`src/rtl/adc_trig_pkg.sv`:
```
package adc_trig_pkg;
  // Start code meanings; codes at or above EDGE_BASE select a trigger line.
  localparam int CODE_IDLE = 0;
  localparam int CODE_NOW  = 1;
  localparam int EDGE_BASE = 2;

  typedef struct packed {
    logic rise_ev;
    logic fall_ev;
  } edge_ev_t;
endpackage

```
`src/rtl/trig_sync_bank.sv`:
```
module trig_sync_bank
  import adc_trig_pkg::*;
#(
  parameter int NUM_SRC     = 6,
  parameter int SYNC_STAGES = 2
) (
  input  logic                 clk,
  input  logic                 rst,
  input  logic [NUM_SRC-1:0]   trig_in,
  output edge_ev_t             ev [NUM_SRC]
);
  localparam int LAST = SYNC_STAGES - 1;

  for (genvar g = 0; g < NUM_SRC; g++) begin : g_line
    logic [SYNC_STAGES-1:0] chain;
    logic                   hist;

    always_ff @(posedge clk) begin
      if (rst) begin
        chain <= '0;
        hist  <= 1'b0;
      end else begin
        chain <= {chain[SYNC_STAGES-2:0], trig_in[g]};
        hist  <= chain[LAST];
      end
    end

    assign ev[g].rise_ev =  chain[LAST] & ~hist;
    assign ev[g].fall_ev = ~chain[LAST] &  hist;
  end
endmodule

```
`src/rtl/trig_src_select.sv`:
```
module trig_src_select
  import adc_trig_pkg::*;
#(
  parameter int NUM_SRC = 6,
  parameter int CODE_W  = 3
) (
  input  logic [CODE_W-1:0] code_q,
  input  logic              rise_q,
  input  edge_ev_t          ev [NUM_SRC],
  output logic              edge_hit
);
  always_comb begin
    edge_hit = 1'b0;
    for (int i = 0; i < NUM_SRC; i++) begin
      if (code_q == CODE_W'(EDGE_BASE + i))
        edge_hit = rise_q ? ev[i].rise_ev : ev[i].fall_ev;
    end
  end
endmodule

```
`src/rtl/start_pulse_gen.sv`:
```
module start_pulse_gen (
  input  logic clk,
  input  logic rst,
  input  logic imm_req,
  input  logic edge_hit,
  input  logic burst_en,
  input  logic conv_busy,
  output logic start_pulse
);
  logic want;
  assign want = (imm_req | edge_hit) & ~burst_en & ~conv_busy;

  always_ff @(posedge clk) begin
    if (rst) start_pulse <= 1'b0;
    else     start_pulse <= want;
  end
endmodule

```
`src/rtl/adc_start_trigger_sel.sv`:
```
module adc_start_trigger_sel
  import adc_trig_pkg::*;
#(
  parameter int NUM_SRC     = 6,
  parameter int SYNC_STAGES = 2,
  parameter int CODE_W      = $clog2(NUM_SRC + EDGE_BASE)
) (
  input  logic               clk,
  input  logic               rst,
  input  logic               cfg_wr,
  input  logic [CODE_W-1:0]  cfg_code,
  input  logic               cfg_rise,
  input  logic               burst_en,
  input  logic               conv_busy,
  input  logic [NUM_SRC-1:0] trig_in,
  output logic               start_pulse
);
  logic [CODE_W-1:0] code_q;
  logic              rise_q;
  logic              imm_req;
  logic              edge_hit;
  edge_ev_t          ev [NUM_SRC];

  always_ff @(posedge clk) begin
    if (rst) begin
      code_q <= CODE_W'(CODE_IDLE);
      rise_q <= 1'b0;
    end else if (cfg_wr) begin
      code_q <= cfg_code;
      rise_q <= cfg_rise;
    end
  end

  assign imm_req = cfg_wr && (cfg_code == CODE_W'(CODE_NOW));

  trig_sync_bank #(.NUM_SRC(NUM_SRC), .SYNC_STAGES(SYNC_STAGES)) u_sync (
    .clk(clk), .rst(rst), .trig_in(trig_in), .ev(ev)
  );

  trig_src_select #(.NUM_SRC(NUM_SRC), .CODE_W(CODE_W)) u_sel (
    .code_q(code_q), .rise_q(rise_q), .ev(ev), .edge_hit(edge_hit)
  );

  start_pulse_gen u_pulse (
    .clk(clk), .rst(rst), .imm_req(imm_req), .edge_hit(edge_hit),
    .burst_en(burst_en), .conv_busy(conv_busy), .start_pulse(start_pulse)
  );
endmodule

```
`config.mk`:
```
export PLATFORM = sky130hd
export DESIGN_NAME = adc_start_trigger_sel
export DESIGN_NICKNAME = d
export VERILOG_FILES = /design/src/rtl/adc_trig_pkg.sv /design/src/rtl/trig_sync_bank.sv /design/src/rtl/trig_src_select.sv /design/src/rtl/start_pulse_gen.sv /design/src/rtl/adc_start_trigger_sel.sv
export SDC_FILE = /design/constraint.sdc
export NUM_CORES = 1
export LEC_CHECK = 0
export ABC_AREA = 1
export BUFFER_PORTS_ARGS = -buffer_cell sky130_fd_sc_hd__buf_2
export CORE_ASPECT_RATIO = 0.6
export CORE_MARGIN = 5
export CORE_UTILIZATION = 27
export DETAILED_ROUTE_END_ITERATION = 8
export GPL_TIMING_DRIVEN = 0
export PLACE_DENSITY = 0.56
export SETUP_SLACK_MARGIN = 0.15
export SLEW_MARGIN = 20
export SYNTH_ARGS = -nofsm -noshare
export SYNTH_HDL_FRONTEND = slang
export SYNTH_SLANG_ARGS = --single-unit
```
`constraint.sdc`:
```
create_clock -name clk -period 1.15 [get_ports clk]
set_input_delay 0.0575 -clock clk [delete_from_list [all_inputs] [get_ports clk]]
set_output_delay 0.0575 -clock clk [all_outputs]
set_load 0.05 [all_outputs]
```
==> summary.txt, run 1 <==
CTS
  • CTS tree: done
  • Postcts setup bufs: 0
  • H-tree Lvls: 1
  • Clk pin slew, worst setup/hold paths: 0.08 ns
  • Inserted Clock Buffers: 3
  • Clock Sinks: 23
  • Worst-Skew Late Latency: 0.26 ns
  • Clock root buffer master: clkbuf_8
  • CTS Buffer Depth: 2

Timing
  • Peak clock frequency supported by timing: 1.02 GHz
  • Slew margin rel.: 75.3%
  • Worst Skew: 0.00203 ns
  • Hold slack: -0.00307 ns
  • Setup TNS: 0 ns
  • Final setup fails: 0
  • Final Cycle Share: 85.5%
  • Hold Fails Final Rpt: 1
  • Pins over their slew limit: 0
  • Worst slew pin tran: 0.366 ns
  • RSZ-0062 raised after global routing: yes
  • Min cycle time layout: 0.983 ns

Synthesis
  • Area leader, netlist: dfxtp_1
  • #FFs+latches synth: 23
  • Synth Cell Area: 853 µm²
  • Mean Syn Cell Area: 7.36 µm²
  • Syn nets: 131
  • Mapped Cells: 116
  • Synth top area share: 54.0%
  • Yosys warning total: 0
  • Sequential area share after synthesis: 54.0%
  • Top post-synthesis cells by area: dfxtp_1, inv_1, nor2_1
  • Post-synth cell types: 12

Setup path
  • Reg2reg path depth: 6
  • RR Endpoint: u_pulse.start_pulse$_SDFF_PP0_
  • Critical Path AT: 1.14 ns
  • Worst-path maximum fanout: 7
  • Critical path class: flop to flop
  • Worst EP required: 1.31 ns
  • Critical path cell sequence: inv_8, nand2_2, nand3_2, nand2_2, a21oi_2, a21oi_2
  • CP Capture Type: flop
  • Slowest cell on crit path: dfxtp_4
  • Crit-path leading delay family: flip-flops
  • Worst R2R Start: rise_q$_SDFFE_PP0P_
  • Slowest stage delay, CP: 0.39 ns
  • Reg2reg setup slack: 0.17 ns
  • CP Launch Type: flop
  • WP buf/inv: 1

Finish
  • Share of cells above drive strength 1: 30.9%
  • Most frequent cells in the layout: inv_1, nor2_1, dfxtp_1, buf_2, nand2_1
  • Filler Cells Inserted: 304
  • Final net count: 155
  • Layout area overhead: 34.8%
  • Final core utilization: 39.0%
  • Commonest non-fill, non-tap cell in the layout: inv_1
  • Ant diodes: 0

Die
  • Die Y: 53.5 µm
  • IO Pins: 16
  • Chip width: 82.6 µm
  • Core Area: 2950 µm²
  • Row cnt: 15
  • Die footprint: 4420 µm²
  • Initial Util: 29.0%

Min path
  • Hold Crit Depth: 3
  • Worst Hold Class: input port to flop
  • Hold path endpoint: u_sync.g_line[2].chain[0]$_SDFF_PP0_
  • Hold path startpoint: trig_in[2]

GRT
  • First-pass GRT wire length: 2.98 mm
  • Vias in the first global route: 708
  • Gr ovfl total: 0
  • Initial antenna violation count: 0
  • Largest net degree at the start of global routing: 13
  • Tot GR Track Use: 9.12%

Drt
  • DRT antenna net count: 0
  • Vias/cell: 4.07
  • DRC: 0
  • Drt pass-1 iters: 4
  • DR vias: 736
  • DR iter-0 viols: 72
  • Detailed Route WL: 1.84 mm
  • DR WL/cell: 10.2 µm

Power and ir drop
  • Pwr dens: 1320 nW/µm²
  • Clk network pwr share: 32.3%
  • Logic pwr share: 11.5%
  • Internal power: 0.00116 W
  • P_sw: 0.000367 W
  • Switch share: 24.1%
  • Leak pwr: 0.525 nW
  • Flop pwr share: 56.2%
  • Worst vdd ir: 0.804 mV

Status
  • Outcome: finished, violations left
  • Violated checks: hold timing

Placed design
  • Post-DP HPWL: 1.22 mm
  • GP Congestion: 0.823
  • Buffers added on ports: 14

Flow run
  • Max Cap Viol: 0
==> routing by layer <==
layer / up-vias / GRT usage, % / share of wire (%)
met2: 13 / 14.6 / 46
met5: - / 0 / 0
li1: 390 / - / -
met4: 0 / 3.26 / 3.4
met1: 325 / 11.0 / 46
met3: 8 / 4.01 / 3.9
==> power by group through the flow <==
| stage | Sequential, W | Combinational [W] | Clock [W] |
|---|---|---|---|
| 6_report | 0.000856 | 0.000174 | 0.000492 |
| 5_1_grt | 0.000861 | 0.000199 | 0.000542 |
| 4_1_cts | 0.000852 | 0.000147 | 0.000507 |
| 3_5_place_dp | 0.000870 | 0.000132 | 0 |
| 3_3_place_gp | 0.000869 | 0.000128 | 0 |
| 2_1_floorplan | 0.000867 | 0.0000875 | 0 |
==> registers in the layout (all words and copies together) (netlist names) <==
register             count
u_sync.g_line.hist       6
u_pulse.start_pulse      1
u_sync.g_line.chain     12
rise_q                   1
code_q                   3
==> synth_stat cells (all sizes together) <==
cell   number
dfxtp      23
nor2       22
nor4        1
a21oi       5
buf         2
nand3       9
inv        27
nand2      20
o21ai       7
==> worst min-delay path, stage by stage <==
cell and delay, ns:
buf_2 0.08, inv_1 0.03, nor2_1 0.06
==> stage by stage <==
step / hold slack (ns) / instance area, µm² / std cells / setup slack [ns] / power (W)
after floorplan: 0.147 / 853 / 116 / 0.247 / 0.000954
after global placement: 0.258 / 976 / 172 / 0.0808 / 0.000997
after detailed placement: 0.264 / 976 / 172 / 0.0621 / 0.00100
after CTS: 0.000982 / 1080 / 181 / 0.179 / 0.00151
after global routing: 0.0172 / 1150 / 181 / 0.102 / 0.00160
final: -0.00307 / 1150 / 181 / 0.167 / 0.00152
==> logic make-up (layout without fill, tap and decap cells) <==
group	after synthesis	after routing	synth area share (%)
AND/OR/NAND/NOR	52	52	26.0
AO/OA/AOI/OAI	12	12	7.04
buffers and inverters	29	52	13.0
flip-flops	23	23	54.0
==> worst max path at each step <==
stage | start | endpoint | slack, ns | cells past startpoint
5_1_grt | u_sync.g_line[5].chain[1]$_SDFF_PP0_ | u_pulse.start_pulse$_SDFF_PP0_ | 0.10 | 6
6_report | rise_q$_SDFFE_PP0P_ | u_pulse.start_pulse$_SDFF_PP0_ | 0.17 | 6
2_1_floorplan | rise_q$_SDFFE_PP0P_ | u_pulse.start_pulse$_SDFF_PP0_ | 0.25 | 6
3_3_place_gp | rise_q$_SDFFE_PP0P_ | u_pulse.start_pulse$_SDFF_PP0_ | 0.08 | 6
3_5_place_dp | rise_q$_SDFFE_PP0P_ | u_pulse.start_pulse$_SDFF_PP0_ | 0.06 | 6
4_1_cts | rise_q$_SDFFE_PP0P_ | u_pulse.start_pulse$_SDFF_PP0_ | 0.18 | 6
==> final cells by class <==
type                            instances  area [µm²]  area share, %
Buffer                                  2        10.0          0.871
Clock buffer                            4        45.0           3.92
Inverter                               27         109           9.47
Multi-Input combinational cell         64         342           29.7
Sequential cell                        23         472           41.0
Tap cell                               42        52.6           4.57
Timing Repair Buffer                   19         120           10.4
==> repair_timing <==
item,CTS,global route
endpoints found under the setup margin,1,1
hold buffers,5,0
pin swaps,0,7
cloned,0,0
endpoints found under the hold margin,5,0
gates resized for setup,4,25
No activity file was read; power rests on OpenSTA's default activity.
==> inputs of run 2 (changes only) <==
--- a/config.mk
+++ b/config.mk
@@ -10,8 +10,10 @@
 export CORE_ASPECT_RATIO = 0.6
 export CORE_MARGIN = 5
 export CORE_UTILIZATION = 27
+export CTS_CLUSTER_DIAMETER = 40
 export DETAILED_ROUTE_END_ITERATION = 8
 export GPL_TIMING_DRIVEN = 0
+export HOLD_SLACK_MARGIN = 0.03
 export PLACE_DENSITY = 0.56
 export SETUP_SLACK_MARGIN = 0.15
 export SLEW_MARGIN = 20
==> summary.txt, run 2 (same netlist as run 1, synthesis figures left out) <==
Setup path
  • Reg2reg path depth: 6 (unchanged)
  • WP buf/inv: 1 (unchanged)
  • Crit-path leading delay family: flip-flops
  • Critical Path AT: 1.14 ns (about the same)
  • Slowest cell on crit path: dfxtp_4
  • CP Capture Type: flop
  • Worst-path maximum fanout: 7 (unchanged)
  • Critical path class: flop to flop
  • Slowest stage delay, CP: 0.39 ns (about the same)
  • RR Endpoint: u_pulse.start_pulse$_SDFF_PP0_
  • Worst EP required: 1.31 ns (about the same)
  • Critical path cell sequence: inv_8, nand2_2, nand3_2, nand2_2, a21oi_2, a21oi_2
  • Reg2reg setup slack: 0.17 ns (about the same)
  • Worst R2R Start: rise_q$_SDFFE_PP0P_
  • CP Launch Type: flop

Finish
  • Filler Cells Inserted: 302 (-0.66%)
  • Ant diodes: 0 (unchanged)
  • Cell Count, Final, Fillers Out: 183 (+1.1%)
  • Commonest non-fill, non-tap cell in the layout: inv_1
  • Share of cells above drive strength 1: 30.5% (-0.44 points)
  • Top Registers: u_sync.g_line.chain (12), u_sync.g_line.hist (6), code_q (3)
  • Most frequent cells in the layout: inv_1, nor2_1, dfxtp_1, buf_2, nand2_1
  • Final net count: 157 (+1.3%)
  • Biggest register: u_sync.g_line.chain
  • Layout area overhead: 37.1%
  • FF+latch area: 472 µm² (unchanged)
  • Number of flip-flops in the largest register: 12 (unchanged)
  • Multi-input gate area: 342 µm² (unchanged)

Timing
  • Hold slack: 0.0594 ns (+0.0624 ns)
  • Final setup fails: 0 (unchanged)
  • Worst Skew: 0.00203 ns (unchanged)
  • Pins over their slew limit: 0 (unchanged)
  • Worst slew pin tran: 0.366 ns (unchanged)
  • Hold Fails Final Rpt: 0 (-1)
  • Setup TNS: 0 ns (unchanged)
  • Slew margin rel.: 75.3% (unchanged)
  • Min cycle time layout: 0.983 ns (unchanged)
  • Peak clock frequency supported by timing: 1.02 GHz (unchanged)
  • RSZ-0062 raised after global routing: yes
  • Final Cycle Share: 85.5% (unchanged)

CTS
  • Clock Sinks: 23 (unchanged)
  • Worst-Skew Late Latency: 0.26 ns (about the same)
  • Inserted Clock Buffers: 3 (unchanged)
  • Postcts setup bufs: 0 (unchanged)
  • Clock root buffer master: clkbuf_8
  • CTS tree: done
  • H-tree Lvls: 1 (unchanged)
  • Clk pin slew, worst setup/hold paths: 0.08 ns (about the same)
  • CTS Buffer Depth: 2 (unchanged)

Min path
  • Worst Hold Class: input port to flop
  • Hold path startpoint: conv_busy
  • Hold path endpoint: u_pulse.start_pulse$_SDFF_PP0_
  • Hold Crit Depth: 4 (+1)

GRT
  • Largest net degree at the start of global routing: 13 (unchanged)
  • Initial antenna violation count: 0 (unchanged)
  • Gr ovfl total: 0 (unchanged)
  • Tot GR Track Use: 9.23% (+0.11 points)
  • First-pass GRT wire length: 3.02 mm (+1.4%)
  • Vias in the first global route: 719 (+1.6%)

Drt
  • Vias/cell: 4.05 (-0.29%)
  • DR iter-0 viols: 58 (-19%)
  • DR WL/cell: 10.1 µm (-0.34%)
  • Drt pass-1 iters: 4 (unchanged)
  • DRT antenna net count: 0 (unchanged)
  • Detailed Route WL: 1.85 mm (+0.76%)
  • DRC: 0 (unchanged)
  • DR vias: 742 (+0.82%)

Die
  • Die Y: 53.5 µm (unchanged)
  • Core Area: 2950 µm² (unchanged)
  • IO Pins: 16 (unchanged)
  • Row cnt: 15 (unchanged)
  • Die footprint: 4420 µm² (unchanged)
  • Chip width: 82.6 µm (unchanged)
  • Initial Util: 29.0% (unchanged)

Placed design
  • Post-DP HPWL: 1.22 mm (unchanged)
  • Buffers added on ports: 14 (unchanged)
  • GP Congestion: 0.823 (unchanged)
  • Placed insts: 172 (unchanged)

Power and ir drop
  • Overall power: 0.00153 W (+0.34%)
  • Leak pwr: 0.533 nW (+1.6%)
  • Pwr dens: 1310 nW/µm² (-1.4%)
  • Worst vdd ir: 0.805 mV (about the same)

Status
  • Outcome: completed

Flow run
  • Max Cap Viol: 0 (unchanged)
[run 2: worst max-delay path by stage]
stage / start / to / slack (ns) / cells after the start
floorplan: rise_q$_SDFFE_PP0P_ / u_pulse.start_pulse$_SDFF_PP0_ / 0.25 / 6
global placement: rise_q$_SDFFE_PP0P_ / u_pulse.start_pulse$_SDFF_PP0_ / 0.08 / 6
detailed placement: rise_q$_SDFFE_PP0P_ / u_pulse.start_pulse$_SDFF_PP0_ / 0.06 / 6
CTS: rise_q$_SDFFE_PP0P_ / u_pulse.start_pulse$_SDFF_PP0_ / 0.18 / 6
global route: u_sync.g_line[5].chain[1]$_SDFF_PP0_ / u_pulse.start_pulse$_SDFF_PP0_ / 0.10 / 6
finish: rise_q$_SDFFE_PP0P_ / u_pulse.start_pulse$_SDFF_PP0_ / 0.17 / 6
[run 2: tightest hold or removal path: stages]
cell and delay (ns):
buf_2 0.08, nor2_1 0.03, nand2_1 0.07, a21oi_2 0.04
[run 2: power breakdown]
group | internal (W) | switching (W) | total, W
logic | 0.0000811 | 0.0000985 | 0.000180
clock network | 0.000247 | 0.000245 | 0.000492
registers | 0.000831 | 0.0000246 | 0.000856
total | 0.00116 | 0.000368 | 0.00153
[run 2: cell type report]
cell class / instances / share of cell area, %
clock buffers: 4 / 3.85
multi-input cells: 64 / 29.2
inverters: 27 / 9.30
well taps: 42 / 4.49
plain buffers: 2 / 0.856
repair buffers: 21 / 12.0
flip-flops and latches: 23 / 40.3
[run 2: through the flow]
stage               util, %  instance area, µm²  worst slack, ns
floorplan                 -                 853            0.247
CTS                    37.3                1100            0.179
detailed placement     33.1                 976           0.0621
global placement       33.1                 976           0.0808
finish                 39.7                1170            0.167
global route           39.7                1170            0.102
[run 2: repair_timing]
action,in CTS,in global routing
hold buffers,7,0
hold endpoints to repair,7,0
setup endpoints to repair,1,1
resized for setup,4,25
pin swaps,0,7
[run 2: layer usage]
| metal | global-route usage (%) | vias to the layer above | wire length, µm |
|---|---|---|---|
| li1 | - | 394 | - |
| met2 | 14.9 | 13 | 861 |
| met1 | 11.1 | 327 | 854 |
| met4 | 3.26 | 0 | 63 |
| met5 | 0 | - | 0 |
| met3 | 4.01 | 8 | 72 |
==> inputs of run 3 (changes only) <==
--- a/config.mk
+++ b/config.mk
@@ -7,7 +7,6 @@
 export LEC_CHECK = 0
 export ABC_AREA = 1
 export BUFFER_PORTS_ARGS = -buffer_cell sky130_fd_sc_hd__buf_2
-export CORE_ASPECT_RATIO = 0.6
 export CORE_MARGIN = 5
 export CORE_UTILIZATION = 27
 export CTS_CLUSTER_DIAMETER = 40
==> summary.txt, run 3 (same netlist as run 1, synthesis figures left out) <==
Flow run
  • Max Cap Viol: 0 (unchanged)

Timing
  • Min cycle time layout: 0.990 ns (+0.00650 ns)
  • Hold slack: 0.0826 ns (+0.0233 ns)
  • RSZ-0062 raised after global routing: yes
  • Hold Fails Final Rpt: 0 (unchanged)
  • Worst slew pin tran: 0.234 ns (-0.132 ns)
  • Final setup fails: 0 (unchanged)
  • Final Cycle Share: 86.1% (+0.56 points)
  • Peak clock frequency supported by timing: 1.01 GHz (-0.66%)
  • Slew margin rel.: 84.3% (+8.9 points)
  • Setup TNS: 0 ns (unchanged)
  • Pins over their slew limit: 0 (unchanged)
  • Worst Skew: 0.00420 ns (+0.00217 ns)

Drt
  • DR vias: 758 (+2.2%)
  • DR iter-0 viols: 19 (-67%)
  • Detailed Route WL: 1.68 mm (-9.4%)
  • DR WL/cell: 8.84 µm (-13%)
  • DRC: 0 (unchanged)
  • Drt pass-1 iters: 4 (unchanged)
  • DRT antenna net count: 0 (unchanged)
  • Vias/cell: 3.99 (-1.6%)

Setup path
  • Worst EP required: 1.41 ns (+0.10 ns)
  • Slowest cell on crit path: dlygate4sd3_1
  • Slowest stage delay, CP: 0.55 ns (+0.16 ns)
  • Worst-path maximum fanout: 6 (-1)
  • Crit-path most repeated cell: a21oi_2
  • Reg2reg setup slack: 0.19 ns (+0.02 ns)
  • CP Launch Type: input port
  • Critical path cell sequence: dlygate4sd3_1, buf_6, inv_2, nor4_4, a21oi_2, a21oi_2
  • Critical Path AT: 1.25 ns (+0.11 ns)
  • Critical path class: input port to flop
  • CP Capture Type: flop

Placed design
  • Post-DP HPWL: 1.05 mm (-14%)
  • Placed insts: 174 (+1.2%)
  • Placed cell area: 978 µm² (+0.26%)
  • Buffers added on ports: 14 (unchanged)
  • GP Congestion: 0.719 (-13%)

GRT
  • Largest net degree at the start of global routing: 15 (+2)
  • Gr ovfl total: 0 (unchanged)
  • Initial antenna violation count: 0 (unchanged)
  • Tot GR Track Use: 8.51% (-0.72 points)
  • Vias in the first global route: 764 (+6.3%)
  • First-pass GRT wire length: 2.96 mm (-2.1%)

Die
  • Die footprint: 4380 µm² (-0.84%)
  • Initial Util: 28.0% (-1.0 points)
  • IO Pins: 16 (unchanged)
  • Die Y: 66.2 µm (+24%)
  • Chip width: 66.2 µm (-20%)
  • Row cnt: 20 (+5)
  • Core Area: 3050 µm² (+3.6%)

Power and ir drop
  • Clk network pwr share: 26.0% (-6.2 points)
  • Overall power: 0.00143 W (-6.2%)
  • Logic pwr share: 14.0% (+2.2 points)
  • Switch share: 25.7% (+1.6 points)
  • Flop pwr share: 59.9% (+3.9 points)
  • Pwr dens: 1150 nW/µm² (-12%)
  • Internal power: 0.00106 W (-8.2%)
  • Worst vdd ir: 0.615 mV (-24%)
  • P_sw: 0.000368 W (+0.14%)
  • Leak pwr: 0.552 nW (+3.5%)

CTS
  • CTS tree: done
  • CTS Buffer Depth: 2 (unchanged)
  • Inserted Clock Buffers: 3 (unchanged)
  • H-tree Lvls: 1 (unchanged)
  • Clk pin slew, worst setup/hold paths: 0.12 ns (+0.04 ns)
  • Worst-Skew Late Latency: 0.31 ns (+0.05 ns)
  • Clock Sinks: 23 (unchanged)
  • Clock root buffer master: clkbuf_4

Finish
  • Cell Count, Final, Fillers Out: 190 (+3.8%)
  • Layout area overhead: 46.5%
  • Share of cells above drive strength 1: 36.3% (+5.8 points)
  • Number of flip-flops in the largest register: 12 (unchanged)
  • Ant diodes: 0 (unchanged)
  • Most frequent cells in the layout: inv_1, nor2_1, dfxtp_1, buf_2
  • Final net count: 162 (+3.2%)
  • Top Registers: u_sync.g_line.chain (12), u_sync.g_line.hist (6), code_q (3)
  • Biggest register: u_sync.g_line.chain
  • Final Instance Area: 1250 µm² (+6.8%)

Status
  • Outcome: completed

Min path
  • Worst Hold Class: input port to flop
==> run 3: cell count changes in the layout (fill, tap and decap cells not counted), sizes merged <==
cell | previous run | this run
clkinvlp | 0 | 1
dlygate4sd3 | 7 | 12
buf | 16 | 15
==> run 3: final cells by class <==
cell class,count,area (µm²)
buffer,2,10.0
timing repair buffer,26,199
fill,326,1800
sequential,23,473
inverter,27,109
multi-input combinational,64,374
tap,44,55.1
clock buffer,3,22.5
clock inverter,1,7.51
==> run 3: metal layers <==
layer	up-vias	routed length, µm	track usage [%]
li1	403	-	-
met1	337	656	9.27
met2	16	907	15.4
met3	2	101	2.55
met4	0	14	3.05
met5	-	0	0
==> run 3: path summary, 6_finish.rpt <==
path | start | end | cells past startpoint
hold / removal | cfg_rise | rise_q$_SDFFE_PP0P_ | 3
setup / recovery | cfg_wr | u_pulse.start_pulse$_SDFF_PP0_ | 6
hold reg to reg | u_sync.g_line[2].chain[0]$_SDFF_PP0_ | u_sync.g_line[2].chain[1]$_SDFF_PP0_ | 2
setup reg to reg | rise_q$_SDFFE_PP0P_ | u_pulse.start_pulse$_SDFF_PP0_ | 6
==> run 3: metrics by stage <==
step                      worst slack (ns)  util (%)
after detailed placement             0.109      32.0
after CTS                            0.152      37.0
final                                0.160      40.9
after global placement              0.0914      32.0
after global routing                 0.108      40.9
after floorplan                      0.247         -
==> run 3: critical path: cells and delay by family <==
family / cells / cell delay [ns]
AOI/OAI and AO/OA: 2 / 0.16
buffers and inverters: 3 / 0.72
and+or+nand+nor: 1 / 0.30
==> run 3: what timing repair did <==
item | 4_1_cts | 5_1_grt
setup endpoints to repair | 1 | 2
endpoints found under the hold margin | 16 | 0
pin swaps | 0 | 11
gates resized for setup | 1 | 41
setup buffers | 0 | 0
hold buffers | 12 | 0
==> run 3: power by group through the flow <==
stage          combinational, W  sequential, W  clock (W)
2_1_floorplan         0.0000875       0.000867          0
3_3_place_gp           0.000126       0.000868          0
3_5_place_dp           0.000130       0.000870          0
4_1_cts                0.000162       0.000853   0.000402
5_1_grt                0.000230       0.000864   0.000431
6_report               0.000201       0.000858   0.000373
